$ cat src/rtl/wdt_pkg.sv
package wdt_pkg;

    localparam int BUS_W       = 32;
    localparam int SRC_BIT     = 0;
    localparam int MASK_BIT    = 31;
    localparam int CNT_OFFSET  = 0;
    localparam int CTRL_OFFSET = 4;
    localparam logic [BUS_W-1:0] CTRL_RESET = 32'h8000_0000;

    typedef enum logic [1:0] {
        WD_STOPPED  = 2'd0,
        WD_COUNTING = 2'd1,
        WD_EXPIRED  = 2'd2
    } wd_state_e;

    // Map a loaded count value onto the state it places the machine in
    function automatic wd_state_e state_of(input logic [BUS_W-1:0] v);
        if (v == '0)
            return WD_STOPPED;
        else if (v == {{(BUS_W-1){1'b0}}, 1'b1})
            return WD_EXPIRED;
        else
            return WD_COUNTING;
    endfunction

endpackage

$ cat src/rtl/wdt_decode.sv
module wdt_decode #(
    parameter int ADDR_W = 4
) (
    input  logic              wr_en,
    input  logic [ADDR_W-1:0] addr,
    output logic              cnt_sel,
    output logic              ctrl_sel,
    output logic              cnt_wr,
    output logic              ctrl_wr
);
    import wdt_pkg::*;

    localparam logic [ADDR_W-1:0] CNT_A  = ADDR_W'(CNT_OFFSET);
    localparam logic [ADDR_W-1:0] CTRL_A = ADDR_W'(CTRL_OFFSET);

    always_comb begin
        cnt_sel  = (addr == CNT_A);
        ctrl_sel = (addr == CTRL_A);
        cnt_wr   = wr_en && cnt_sel;
        ctrl_wr  = wr_en && ctrl_sel;
    end

endmodule

$ cat src/rtl/wdt_ctrl_reg.sv
module wdt_ctrl_reg (
    input  logic clk,
    input  logic rst_n,
    input  logic ctrl_wr,
    input  logic wr_src,
    input  logic wr_mask,
    output logic src_xtal,
    output logic mask_q,
    output logic mask_nxt
);
    import wdt_pkg::*;

    logic src_nxt;

    always_comb begin
        src_nxt  = ctrl_wr ? wr_src  : src_xtal;
        mask_nxt = ctrl_wr ? wr_mask : mask_q;
    end

    always_ff @(posedge clk) begin
        if (!rst_n) begin
            src_xtal <= CTRL_RESET[SRC_BIT];
            mask_q   <= CTRL_RESET[MASK_BIT];
        end else begin
            src_xtal <= src_nxt;
            mask_q   <= mask_nxt;
        end
    end

endmodule

$ cat src/rtl/wdt_tick_mux.sv
module wdt_tick_mux #(
    parameter int NUM_SRC = 2
) (
    input  logic [NUM_SRC-1:0] ticks,
    input  logic               sel,
    output logic               tick
);
    // Index 1 is the crystal pulse, index 0 the alternate pulse
    generate
        if (NUM_SRC == 1) begin : g_single
            logic unused_sel;
            assign unused_sel = sel;
            assign tick = ticks[0];
        end else begin : g_pair
            assign tick = sel ? ticks[1] : ticks[0];
        end
    endgenerate

endmodule

$ cat src/rtl/wdt_core.sv
module wdt_core (
    input  logic                      clk,
    input  logic                      rst_n,
    input  logic                      cnt_wr,
    input  logic [wdt_pkg::BUS_W-1:0] wdata,
    input  logic                      tick,
    input  logic                      mask_nxt,
    output logic [wdt_pkg::BUS_W-1:0] cnt_q,
    output wdt_pkg::wd_state_e        state_q,
    output logic                      reset_req
);
    import wdt_pkg::*;

    localparam logic [BUS_W-1:0] TWO = BUS_W'(2);
    localparam logic [BUS_W-1:0] ONE = BUS_W'(1);

    logic [BUS_W-1:0] cnt_nxt;
    wd_state_e        state_nxt;

    // Next-state and next-count logic
    always_comb begin
        cnt_nxt   = cnt_q;
        state_nxt = state_q;
        if (cnt_wr) begin
            // ARM / KICK / FIRE / STOP, decided by the written value
            cnt_nxt   = wdata;
            state_nxt = state_of(wdata);
        end else begin
            unique case (state_q)
                WD_STOPPED: begin
                    state_nxt = WD_STOPPED;
                end
                WD_COUNTING: begin
                    if (tick) begin
                        cnt_nxt = cnt_q - ONE;
                        if (cnt_q == TWO)
                            state_nxt = WD_EXPIRED;   // EXPIRE
                    end
                end
                WD_EXPIRED: begin
                    state_nxt = WD_EXPIRED;
                end
                default: begin
                    state_nxt = WD_STOPPED;
                end
            endcase
        end
    end

    // State register
    always_ff @(posedge clk) begin
        if (!rst_n) begin
            state_q <= WD_STOPPED;
            cnt_q   <= '0;
        end else begin
            state_q <= state_nxt;
            cnt_q   <= cnt_nxt;
        end
    end

    // Output register
    always_ff @(posedge clk) begin
        if (!rst_n)
            reset_req <= 1'b0;
        else
            reset_req <= (state_nxt == WD_EXPIRED) && !mask_nxt;
    end

endmodule

$ cat src/rtl/tick_watchdog.sv
module tick_watchdog #(
    parameter int ADDR_W = 4
) (
    input  logic              clk,
    input  logic              rst_n,
    input  logic              bus_wr_en,
    input  logic [ADDR_W-1:0] bus_addr,
    input  logic [31:0]       bus_wdata,
    output logic [31:0]       bus_rdata,
    input  logic              tick_xtal,
    input  logic              tick_alt,
    output logic              reset_req
);
    import wdt_pkg::*;

    logic             cnt_sel, ctrl_sel, cnt_wr, ctrl_wr;
    logic             src_xtal, mask_q, mask_nxt;
    logic             tick_sel;
    logic [BUS_W-1:0] cnt_live;
    wd_state_e        fsm_state;

    wdt_decode #(.ADDR_W(ADDR_W)) u_dec (
        .wr_en    (bus_wr_en),
        .addr     (bus_addr),
        .cnt_sel  (cnt_sel),
        .ctrl_sel (ctrl_sel),
        .cnt_wr   (cnt_wr),
        .ctrl_wr  (ctrl_wr)
    );

    wdt_ctrl_reg u_ctrl (
        .clk      (clk),
        .rst_n    (rst_n),
        .ctrl_wr  (ctrl_wr),
        .wr_src   (bus_wdata[SRC_BIT]),
        .wr_mask  (bus_wdata[MASK_BIT]),
        .src_xtal (src_xtal),
        .mask_q   (mask_q),
        .mask_nxt (mask_nxt)
    );

    wdt_tick_mux #(.NUM_SRC(2)) u_mux (
        .ticks ({tick_xtal, tick_alt}),
        .sel   (src_xtal),
        .tick  (tick_sel)
    );

    wdt_core u_core (
        .clk       (clk),
        .rst_n     (rst_n),
        .cnt_wr    (cnt_wr),
        .wdata     (bus_wdata),
        .tick      (tick_sel),
        .mask_nxt  (mask_nxt),
        .cnt_q     (cnt_live),
        .state_q   (fsm_state),
        .reset_req (reset_req)
    );

    // Read mux
    always_comb begin
        bus_rdata = '0;
        if (cnt_sel)
            bus_rdata = cnt_live;
        else if (ctrl_sel) begin
            bus_rdata[SRC_BIT]  = src_xtal;
            bus_rdata[MASK_BIT] = mask_q;
        end
    end

endmodule

$ cat config.mk
export PLATFORM = sky130hd
export DESIGN_NAME = tick_watchdog
export DESIGN_NICKNAME = d
export VERILOG_FILES = /design/src/rtl/wdt_pkg.sv /design/src/rtl/wdt_decode.sv /design/src/rtl/wdt_ctrl_reg.sv /design/src/rtl/wdt_tick_mux.sv /design/src/rtl/wdt_core.sv /design/src/rtl/tick_watchdog.sv
export SDC_FILE = /design/constraint.sdc
export NUM_CORES = 1
export LEC_CHECK = 0
export ABC_AREA = 1
export BUFFER_PORTS_ARGS = -buffer_cell sky130_fd_sc_hd__buf_2
export CAP_MARGIN = 10
export CORE_MARGIN = 1.5
export CORE_UTILIZATION = 40
export DETAILED_ROUTE_END_ITERATION = 7
export PLACE_DENSITY = 0.59
export SYNTH_ARGS = -nofsm -noshare
export SYNTH_HDL_FRONTEND = slang
export SYNTH_SLANG_ARGS = --single-unit
$ cat constraint.sdc
create_clock -name clk -period 2.45 [get_ports clk]
set_input_delay 0.3675 -clock clk [delete_from_list [all_inputs] [get_ports clk]]
set_output_delay 0.3675 -clock clk [all_outputs]
set_load 0.005 [all_outputs]
# --- Yosys cells after proc, flatten, opt, wreduce, memory -nomap -nowiden ---
# Index checks and enable logic that the tools add are counted.
classes:
  add_sub_neg: 1
  n_eq_ne: 6
  n_mux: 16
  n_reduce_logical: 9
ops:
  columns: ["cell", "n"]
  rows:
  - ["32-bit 2-to-1 mux", 3]
  - ["32-bit by 1-bit equality test with 1-bit output (second input constant)", 1]
  - ["32-bit by 2-bit equality test with 1-bit output (second input constant)", 1]
  - ["32-bit zero test", 1]
  - ["32-bit by 1-bit subtractor with 32-bit output (second input constant)", 1]
  - ["30-bit 2-to-1 mux", 1]
  - ["2-bit 2-to-1 mux", 5]
  - ["1-bit 2-to-1 mux", 6]
  - ["2-bit equality test (second input constant)", 2]
  - ["4-bit by 3-bit equality test with 1-bit output (second input constant)", 1]
  - ["4-bit zero test", 1]
  - ["2-bit one-hot mux with 2 select lines", 1]
  - ["2-bit nonzero test", 2]
  - ["1-bit logical AND", 3]
  - ["2-bit by 1-bit equality test with 1-bit output (second input constant)", 1]
  - ["2-bit AND reduction", 1]
  - ["1-bit zero test", 1]
totals:
  register_bits: 37
  in_bits: 41
  out_inout_bits: 33
  word_cells: 37

# --- Depth between registers and ports, before layout ---
# Gate-level depths: netlist of run 1.
logic_depth:
  word_depth: 7
  ltp_mapped: 12
  depth_no_buf: 12

# --- Hierarchy ---
# From an unflattened synthesis of run 1, not the netlist that was laid out.
hier_totals:
  cells_unflattened: 502
  hier_area_um2: 2922.8
by_module_without_submodules:
  columns: ["mod", "n_inst", "cells_per_inst", "area_per_inst_um2", "seq_area_each_um2"]
  rows:
  - ["wdt_core", 1, 404, 2447.3, 700.7]
  - ["tick_watchdog", 1, 71, 327.8, 0.0]
  - ["wdt_ctrl_reg", 1, 12, 86.3, 40.0]
  - ["wdt_decode", 1, 11, 46.3, 0.0]
  - ["wdt_tick_mux", 1, 4, 15.0, 0.0]

# --- Worst setup path after synthesis of run 1 ---
# No wires, ideal clock.
synth_path:
  kind: "flip-flop to flip-flop"
  from: "register u_core.cnt_q[0] in the netlist's numbering"
  to: "register u_core.cnt_q[18] in the netlist's numbering"
  setup_time_ns: 0.068
  arrival_time_ns: 1.418
  required_time_ns: 2.382
  path_slack_ns: 0.965
  path_stages_with_launch: 11
  n_path_buf: 0
  period_less_slack_ns: 1.485
  cell_sequence: "dfxtp_1 -> inv_1 -> ha_1 -> nand2_2 -> nor2_8 -> inv_4 -> nor2_4 -> nand2_2 -> o21ai_2 -> nand3_1 -> a21oi_2"
synth_via:
  elab_chain_cells: 4
synth_rtl:
  columns: ["element", "line_no", "rtl"]
  rows:
  - ["start: declaration", "wdt_core.sv:8", "output logic [wdt_pkg::BUS_W-1:0] cnt_q,"]
  - ["start signal: assignment", "wdt_core.sv:57", "cnt_q <= cnt_nxt;"]
  - ["32-bit by 1-bit subtractor with 32-bit output", "wdt_core.sv:35", "cnt_nxt = cnt_q - ONE;"]
  - ["32-bit 2-to-1 mux", "wdt_core.sv:34", "if (tick) begin"]
  - ["32-bit 2-to-1 mux", "wdt_core.sv:29", "unique case (state_q)"]
  - ["32-bit 2-to-1 mux", "wdt_core.sv:24", "if (cnt_wr) begin"]
# No other way between the ends. The select of a mux whose other input is x is not followed.
# A chain may end at the register's enable or synchronous reset.

# --- Worst setup path in the final report of run 1 ---
layout_path:
  from: "register u_core.cnt_q[0] in the netlist's numbering"
  to: "register u_core.cnt_q[30] in the netlist's numbering"
# The elaborated chain is that of the path after synthesis.

==> results of run 1 <==
-- routing by layer --
| layer | vias to the layer above | share of wire, % | GRT usage, % | wire length [um] |
|---|---|---|---|---|
| li1 | 1716 | - | - | - |
| met1 | 1496 | 49 | 31.0 | 4580 |
| met2 | 110 | 44 | 37.5 | 4100 |
| met3 | 18 | 5.3 | 4.23 | 498 |
| met4 | 0 | 2.1 | 7.01 | 197 |
| met5 | - | 0 | 0 | 0 |
-- flip-flops by register name, indices dropped and copies added (netlist names) --
name	cells
u_core.reset_req	1
u_ctrl.src_xtal	1
u_core.state_q	2
u_core.cnt_q	32
u_ctrl.mask_q	1
-- cell usage after synthesis, drive strengths merged --
cell,instances
clkbuf,8
buf,4
nand3,34
a31oi,12
and2,2
nor2,95
nand3b,2
o22ai,15
o211ai,1
or2,1
nand2,101
o21ai,13
ha,4
xor2,12
a221oi,1
dfxtp,37
clkinv,2
o221ai,1
inv,92
a21oi,24
nor3,9
a2bb2oi,1
nand4,21
-- power groups by stage --
| stage | Sequential, W | Combinational, W | Clock (W) |
|---|---|---|---|
| finish | 0.000625 | 0.000403 | 0.000471 |
| global route | 0.000627 | 0.000449 | 0.000492 |
| CTS | 0.000625 | 0.000400 | 0.000474 |
| detailed placement | 0.000639 | 0.000398 | 0 |
| global placement | 0.000639 | 0.000394 | 0 |
| floorplan | 0.000636 | 0.000285 | 0 |
-- cells by family (layout without fill, tap and decap cells) --
group | count (synthesis) | after routing | synth area share [%]
AOI/OAI and AO/OA | 68 | 68 | 13.4
adders and majority gates | 4 | 4 | 1.66
DFF | 37 | 37 | 24.6
and+or+nand+nor | 265 | 265 | 43.2
buffers and inverters | 106 | 177 | 13.7
xor gates and xnor gates | 12 | 12 | 3.49
-- through the flow --
| step | power [W] | hold WS (ps) | util, % | setup slack (ps) | area [um^2] |
|---|---|---|---|---|---|
| finish | 0.00150 | 296 | 48.8 | 528 | 3560 |
| global placement | 0.00103 | 463 | 47.6 | 475 | 3470 |
| CTS | 0.00150 | 286 | 48.8 | 525 | 3560 |
| global route | 0.00157 | 293 | 48.8 | 353 | 3560 |
| floorplan | 0.000921 | 449 | - | 965 | 3020 |
| detailed placement | 0.00104 | 475 | 47.6 | 357 | 3470 |
-- worst min path at each step --
stage / endpoint / start / slack (ps) / depth (start not counted)
after floorplan: u_ctrl.src_xtal$_SDFFE_PN0P_ / u_ctrl.src_xtal$_SDFFE_PN0P_ / 450 / 2
after global placement: u_ctrl.src_xtal$_SDFFE_PN0P_ / u_ctrl.src_xtal$_SDFFE_PN0P_ / 460 / 2
after detailed placement: u_ctrl.src_xtal$_SDFFE_PN0P_ / u_ctrl.src_xtal$_SDFFE_PN0P_ / 470 / 2
after CTS: u_core.cnt_q[5]$_SDFFE_PN0P_ / rst_n / 290 / 3
after global routing: u_core.cnt_q[5]$_SDFFE_PN0P_ / rst_n / 290 / 3
final: u_core.cnt_q[5]$_SDFFE_PN0P_ / rst_n / 300 / 3
-- worst reg2reg max path: stages, from the launching register on --
cell	delay (ps)
dfxtp_1	330
inv_1	160
ha_1	240
nand2_2	130
nor2_8	260
nand3_2	160
nor2_2	210
nand2_1	70
nand2_1	70
nand3_2	70
a21oi_2	150
-- cell type report --
cell class	instances	area, um^2	area share [%]
multi-input combinational	349	1860	52.3
sequential	37	741	20.8
timing repair buffer	76	388	10.9
inverter	94	355	9.99
tap	99	124	3.48
clock buffer	6	82.6	2.32
clock inverter	1	7.51	0.211
==> metrics.txt, run 1 <==
commonest non-fill, non-tap cell in the layout nand2_1; cell family with most CP delay simple AND/OR/NAND/NOR gates; Avg Vias per Cell ~5.0; first-pass GRT wire length around 15 mm; maximum clock rate approximately 520 MHz; Die X between 80 and 90 um; Comb pwr share approximately 27%; row count 31; syn nets around 540; Final Cycle Share between 70 and 80%; Diodes inserted 0; Root Driver clkbuf_8; clk_lat worst skew ~300 ps; P_sw 0.000521 W; # hold bufs at CTS 0; CTS tree done; drt pass-1 iters 4; R2R setup slack 530 ps; # nets final between 600 and 700; initial core utilization between 40% and 50%; largest cells by area after synthesis dfxtp_1 25%, nand2_1 12%, inv_1 11%; clock share of power between 30% and 40%; drt initial violations around 130; post-synthesis cell type count 40; DR vias 3340; largest net degree at the start of global routing 33; Mapped Cells slightly below 500; TritonCTS buffer count 5; Ports 74; synth warn 0; post-cts gate resize count 0; WL per Instance 14.2 um; most frequent cells in the layout 93 x nand2_1, 86 x inv_1, 78 x nor2_1; Sw Ratio between 30% and 40%; GRT Resource Usage Total 23.1%; antenna violations before repair 0; critical path's slowest cell dfxtp_1; area leader, netlist dfxtp_1; clk slew on worst S/H paths ~80 ps; sequential power share approximately two fifths; Hold Violations, Final 0; vias in the first global route approximately 3100; setup violators final 0; Post-DP HPWL between 7 and 8 mm; GRT overflow 0; gpl congestion 0.930; Layout Area Growth over Synthesis 18.0%; Avg Inst Size Synth between 6 and 7 um^2; Synth Cell Area a little over 3000 um^2; Pwr Density ~420 nW/um^2; Slew @ Worst Pin between 700 and 800 ps; CP max FO 9; stages on the worst setup path 10; Max-slew headroom a little over half; Die Y about 90 um; PortBufs 73; Buf/Inv on CP 1; crit-path cells inv_1, ha_1, nand2_2, nor2_8, nand3_2, nor2_2, nand2_1, nand2_1, nand3_2, a21oi_2; FF-to-FF path depth 10; setup fix buffers added after clock tree synthesis 0; crit path capture u_core.cnt_q[30]$_SDFFE_PN0P_; clock sink count 37; kind of critical path reg -> reg; share of layout cells above drive strength 1 between 20% and 30%; Worst Setup End Kind flop; status completed; CTS H-tree lvls 2; die area about 8100 um^2; crit path DAT 2150 ps; Worst R2R Start u_core.cnt_q[0]$_SDFFE_PN0P_; fillcell total approximately 820; post-synth top area share between 20% and 30%; register area share after synthesis 24.6%; fin crit period about 1900 ps; CP Launch Type flop; final antenna-violating net count 0; crit path from u_core.cnt_q[0]$_SDFFE_PN0P_; R2R Path End u_core.cnt_q[30]$_SDFFE_PN0P_; DRT Wirelength approximately 9.4 mm; DR DRC count 0; Longest Clk Path Bufs 2; Synth Register Bits 37; peak supply drop about 0.22 mV; Placed Cells incl. Taps between 600 and 700; RSZ-0062 raised after global routing no; core area between 7000 and 8000 um^2; final std cells w/o fill roughly 660; total negative setup slack 0 ps; Static Leak about 1.7 nW; Req. time, crit path 2680 ps; Max Slew Vio Count 0; CP max stage delay roughly 330 ps; worst min-delay path category in -> reg; max cap viols 0; internal power a little under 0.001 W; Clock Skews ~8.4 ps
Note: power is estimated with default switching activity, not from simulation.
==> inputs of run 2 (changes only) <==
ABC_AREA = 0   (was 1)
PLACE_DENSITY = 0.64   (was 0.59)
clock period = 1.7 ns   (was 2.45 ns; I/O delays follow)
==> run 2 against run 1 <==
Compared with the run above: combinational power is 31% higher; critical path type unchanged; setup slack worse by 740 ps; via count shrank 18%; core utilization up 20 points; global-route usage up 0.057 points; synthesized cell count down 41%; highest routed layer unchanged; clock power increased by 22%; synthesized area fell by 22%; the flow now finishes with violations (negative setup slack); sequential cell count is the same.
==> metrics.txt, run 2 <==
drt initial violations approximately 180; vias in the first global route between 2000 and 2500; setup ws final -212 ps; TritonCTS buffer count 5; Slew @ Worst Pin about 480 ps; CP max stage delay about 500 ps; Post-synth EDFFs 0; CP max FO 3; register area share after synthesis approximately a third; GRT Resource Usage Total 23.1%; ys flop type dfxtp_1; largest cells by area after synthesis dfxtp_1 32%, a211oi_1 9.0%, xnor2_1 9.0%; PortBufs 73; Synth Register Bits 37; Place WS -317 ps; row count 27; Synth Cell Area approximately 2300 um^2; met3 GRT Util 4.46%; largest registers u_core.cnt_q (32), u_core.state_q (2); most frequent cells in the layout 73 x buf_2, 58 x buf_4, 33 x nor2_1; max cap viols 0; CTS tree done; failing checks negative setup slack; Design Area, Final roughly 3800 um^2; Placed Cells incl. Taps 473; RSZ-0062 raised after global routing yes; # nets final 468; FF-to-FF path depth 5; syn nets 335; final antenna-violating net count 0; kind of critical path reg -> reg; peak supply drop a little under 0.3 mV; post-synthesis cell type count 40; Hold Crit Depth 3; status finished, violations left; cell family with most CP delay simple AND/OR/NAND/NOR gates; post-synth top area share 31.6%; internal power 0.00140 W; Clock Skews around 8.4 ps; synth warn 0; sequential power share a little under half; Req. time, crit path about 1900 ps; CTS H-tree lvls 2; Worst Setup End Kind flop; core area 5570 um^2; clk_lat worst skew 290 ps; crit path DAT approximately 2100 ps; GRT overflow 0; Diodes inserted 0; ys async rst share 0%; Avg Vias per Cell roughly 5.5; DR vias ~2700; Final Cycle Share 112%; gpl congestion slightly above 0.8; final hold slack between 200 and 250 ps; top post-synthesis cells by count 37 x dfxtp_1, 34 x nor2_1, 32 x and2_1, 28 x a211oi_1, 24 x xnor2_1; Die Y just under 80 um; Longest Clk Path Bufs 2; grt met2 use ~38%; Ports between 70 and 80; critical path's slowest cell or4_4; Comb pwr share 26.2%; antenna violations before repair 0; DR DRC count 0; Avg Inst Size Synth 8.08 um^2; Top reg by flops u_core.cnt_q; grt met1 use between 30 and 40%; Max Slew Vio Count 0; Die X slightly below 80 um; Root Driver clkbuf_8; stages on the worst setup path 5; first-pass GRT wire length around 12 mm; Post-DP HPWL around 5 mm; placed inst area around 3200 um^2; P_sw 0.000614 W; Buf/Inv on CP 0; area leader, netlist dfxtp_1; WL per Instance 16.1 um; commonest non-fill, non-tap cell in the layout buf_2; DRT Wirelength approximately 8.0 mm; total negative setup slack -1600 ps; initial core utilization around 42%; most frequent cell after synthesis dfxtp_1; Pwr Density 525 nW/um^2; GRT busiest layer met2; clock share of power 28.5%; fin crit period approximately 1900 ps; largest net degree at the start of global routing 33; drt pass-1 iters 4; CP Launch Type flop; crit-path cells nor4_4, nand2_1, or4_4, o41ai_1, a31oi_1; Max-slew headroom a little under 70%; Mapped Cells 290; clk slew on worst S/H paths ~80 ps; worst min-delay path category in -> reg; final std cells w/o fill ~500; Sw Ratio a little under a third; die area about 6300 um^2; setup violators final 20; Layout Area Growth over Synthesis 63.9%; maximum clock rate approximately 520 MHz; max FFs per register 32; clock sink count 37; share of layout cells above drive strength 1 approximately half; Static Leak between 1.5 and 2 nW; Hold Violations, Final 0
## run 2: layer usage
metal / routed length, um / share of wire (%)
met1: 3440 / 43
met2: 3880 / 49
met3: 472 / 5.9
met4: 176 / 2.2
met5: 0 / 0
## run 2: worst reg2reg max path, stage by stage, from the launching register on
cell and delay, ps:
dfxtp_2 340, nor4_4 320, nand2_1 120, or4_4 500, o41ai_1 380, a31oi_1 130
## run 2: cells by family (layout without fill, tap and decap cells)
family	Yosys count	after routing	share of synthesized area (%)
AO/OA/AOI/OAI	44	44	13.4
XOR/XNOR	28	28	10.5
adder cells (fa/ha/maj)	4	4	2.14
buffers and inverters	24	155	4.01
flip-flops	37	37	31.6
multiplexers	1	1	0.481
AND/OR/NAND/NOR	152	153	37.9
## run 2: final cells by class
| type | count | area, um^2 |
|---|---|---|
| repair buffers | 143 | 953 |
| fillers | 426 | 1730 |
| flip-flops and latches | 37 | 752 |
| inverters | 6 | 22.5 |
| multi-input cells | 230 | 1950 |
| clock inverters | 1 | 5.00 |
| well taps | 72 | 90.1 |
| clock buffers | 5 | 68.8 |
## run 2: path summary, 6_finish.rpt
check | from | to | slack [ps]
setup / recovery | u_core.cnt_q[12]$_SDFFE_PN0P_ | u_core.cnt_q[25]$_SDFFE_PN0P_ | -210
setup reg to reg | u_core.cnt_q[12]$_SDFFE_PN0P_ | u_core.cnt_q[25]$_SDFFE_PN0P_ | -210
hold reg to reg | u_ctrl.mask_q$_SDFF_PN1_ | u_ctrl.mask_q$_SDFF_PN1_ | 550
hold / removal | bus_wdata[1] | u_core.cnt_q[1]$_SDFFE_PN0P_ | 240
## run 2: stage by stage
| step | power (W) | util, % |
|---|---|---|
| finish | 0.00202 | 68.9 |
| global route | 0.00210 | 68.9 |
| CTS | 0.00189 | 62.9 |
| detailed placement | 0.00128 | 57.2 |
| global placement | 0.00127 | 57.2 |
| floorplan | 0.00109 | - |
## run 2: repair_timing
| action | 4_1_cts | 5_1_grt |
|---|---|---|
| buffers inserted | 5 | 8 |
| endpoints found under the setup margin | 23 | 27 |
| hold buffers | 0 | 0 |
| pin swaps | 12 | 34 |
| gates resized for setup | 38 | 51 |
| gates cloned | 1 | 1 |
## run 2: power by group through the flow
| stage | Sequential (W) | Combinational [W] | Clock (W) |
|---|---|---|---|
| detailed placement | 0.000927 | 0.000349 | 0 |
| finish | 0.000913 | 0.000528 | 0.000575 |
| CTS | 0.000908 | 0.000405 | 0.000580 |
| global placement | 0.000926 | 0.000347 | 0 |
| floorplan | 0.000929 | 0.000164 | 0 |
| global route | 0.000915 | 0.000560 | 0.000629 |
==> inputs of run 3 (changes only) <==
PLACE_DENSITY = 0.61   (was 0.64)
clock period = 2.3 ns   (was 1.7 ns; I/O delays follow)
==> run 3 against run 2 <==
Compared with the run above: the flow now finishes without violations; clock power shrank 25%; combinational power is 63% lower; global-route usage down 2.9 points; non-clock buffer count down 61; sequential share of layout area increased by 6.1 points; hold slack gained 75 ps; power fell by 35%.
==> metrics.txt, run 3 (synthesis results as in run 2) <==
CP max FO 5; CTS H-tree lvls 2; fillcell total between 500 and 600; cell family with most CP delay simple AND/OR/NAND/NOR gates; setup fix buffers added after clock tree synthesis 0; max FFs per register 32; die area 6320 um^2; antenna violations before repair 0; total negative setup slack 0 ps; worst min-delay path category in -> reg; vias in the first global route 2169; final antenna-violating net count 0; # hold bufs at CTS 0; Buf/Inv on CP 0; share of layout cells above drive strength 1 approximately 28%; CTS tree done; Longest Clk Path Bufs 2; Worst Setup End Kind flop; Hold Violations, Final 0; TritonCTS buffer count 5; Die X about 80 um; Final Cycle Share between 80% and 90%; RSZ-0062 raised after global routing no; Top reg by flops u_core.cnt_q; peak supply drop 0.316 mV; Die Y between 70 and 80 um; post-cts gate resize count 0; initial core utilization 42.0%; GRT Resource Usage Total between 20% and 30%; Clock Skews roughly 6.2 ps; largest net degree at the start of global routing 37; CP Launch Type flop; clk slew on worst S/H paths roughly 70 ps; CP max stage delay around 450 ps; first-pass GRT wire length 10.0 mm; largest registers u_core.cnt_q (32), u_core.state_q (2); Layout Area Growth over Synthesis 23.2%; setup violators final 0; clk_lat worst skew 290 ps; Root Driver clkbuf_8; Max Slew Vio Count 0; kind of critical path reg -> reg; # nets final a little over 400; grt met1 use about a quarter; DRT Wirelength 6.10 mm; met3 GRT Util 4.11%; fin crit period a little over 2000 ps; Post-DP HPWL 4.73 mm; drt initial violations 81; maximum clock rate 489 MHz; core area around 5600 um^2; critical path's slowest cell nor4_1; row count 27; clock sink count 37; Static Leak ~1.2 nW; crit-path cells nor4_1, nand2b_1, or4_1, or3b_1, a31oi_1; Req. time, crit path around 2500 ps; Ports 74; Final Power 0.00131 W; drt pass-1 iters 4; Avg Vias per Cell about 5.4; WL per Instance between 10 and 15 um; max cap viols 0; Pwr Density between 400 and 500 nW/um^2; commonest non-fill, non-tap cell in the layout buf_2; crit path DAT 2260 ps; Diodes inserted 0; PortBufs 73; Max-slew headroom between 60% and 70%; final hold slack roughly 310 ps; grt met2 use 33.4%; status completed; DR vias 2340; most frequent cells in the layout 73 x buf_2, 37 x dfxtp_1, 34 x nor2_1; GRT overflow 0; DR DRC count 0; GRT busiest layer met2; Slew @ Worst Pin between 400 and 500 ps; gpl congestion slightly above 0.8
[run 3: cell types whose count changed in the layout (fill, tap and decap cells not counted), moves of 6 or more]
cell / delta
buf_4: -49
dfxtp_1: +9
dfxtp_2: -9
nor4_4: -14
nor3_2: -6
buf_6: -10
nor4_1: +13
nor3_1: +10
[run 3: final timing paths]
| check | cells past startpoint | slack (ps) | start | end |
|---|---|---|---|---|
| max | 5 | 250 | u_core.cnt_q[19]$_SDFFE_PN0P_ | u_core.cnt_q[25]$_SDFFE_PN0P_ |
| min | 3 | 310 | bus_wdata[1] | u_core.cnt_q[1]$_SDFFE_PN0P_ |
| max reg2reg | 5 | 250 | u_core.cnt_q[19]$_SDFFE_PN0P_ | u_core.cnt_q[25]$_SDFFE_PN0P_ |
| min reg2reg | 2 | 500 | u_ctrl.mask_q$_SDFF_PN1_ | u_ctrl.mask_q$_SDFF_PN1_ |
[run 3: area by class of cell]
cell class / instances / area [um^2] / share of cell area (%)
multi-input cells: 229 / 1520 / 52.6
flip-flops and latches: 37 / 741 / 25.7
repair buffers: 82 / 433 / 15.0
well taps: 72 / 90.1 / 3.12
clock buffers: 8 / 80.1 / 2.78
inverters: 6 / 22.5 / 0.781
[run 3: routing by layer]
| metal | vias up | part of all wire [%] |
|---|---|---|
| met3 | 11 | 5.1 |
| met5 | - | 0 |
| li1 | 1193 | - |
| met1 | 1069 | 46 |
| met4 | 0 | 2.0 |
| met2 | 67 | 47 |
[run 3: worst min-delay path: stages]
cell and delay [ps]:
buf_2 110, nand2_1 50, a21oi_1 50
[run 3: through the flow]
stage	instance area [um^2]	std cells	util [%]	setup WS (ps)
floorplan	2340	290	-	460
global placement	2810	426	50.3	332
detailed placement	2810	426	50.3	290
CTS	2890	434	51.8	266
global route	2890	434	51.8	37.8
finish	2890	434	51.8	253
[run 3: power breakdown]
group / switching, W / total (W) / internal [W]
Sequential: 0.0000214 / 0.000678 / 0.000657
Combinational: 0.000114 / 0.000198 / 0.0000836
Clock: 0.000216 / 0.000431 / 0.000215
Total: 0.000351 / 0.00131 / 0.000955
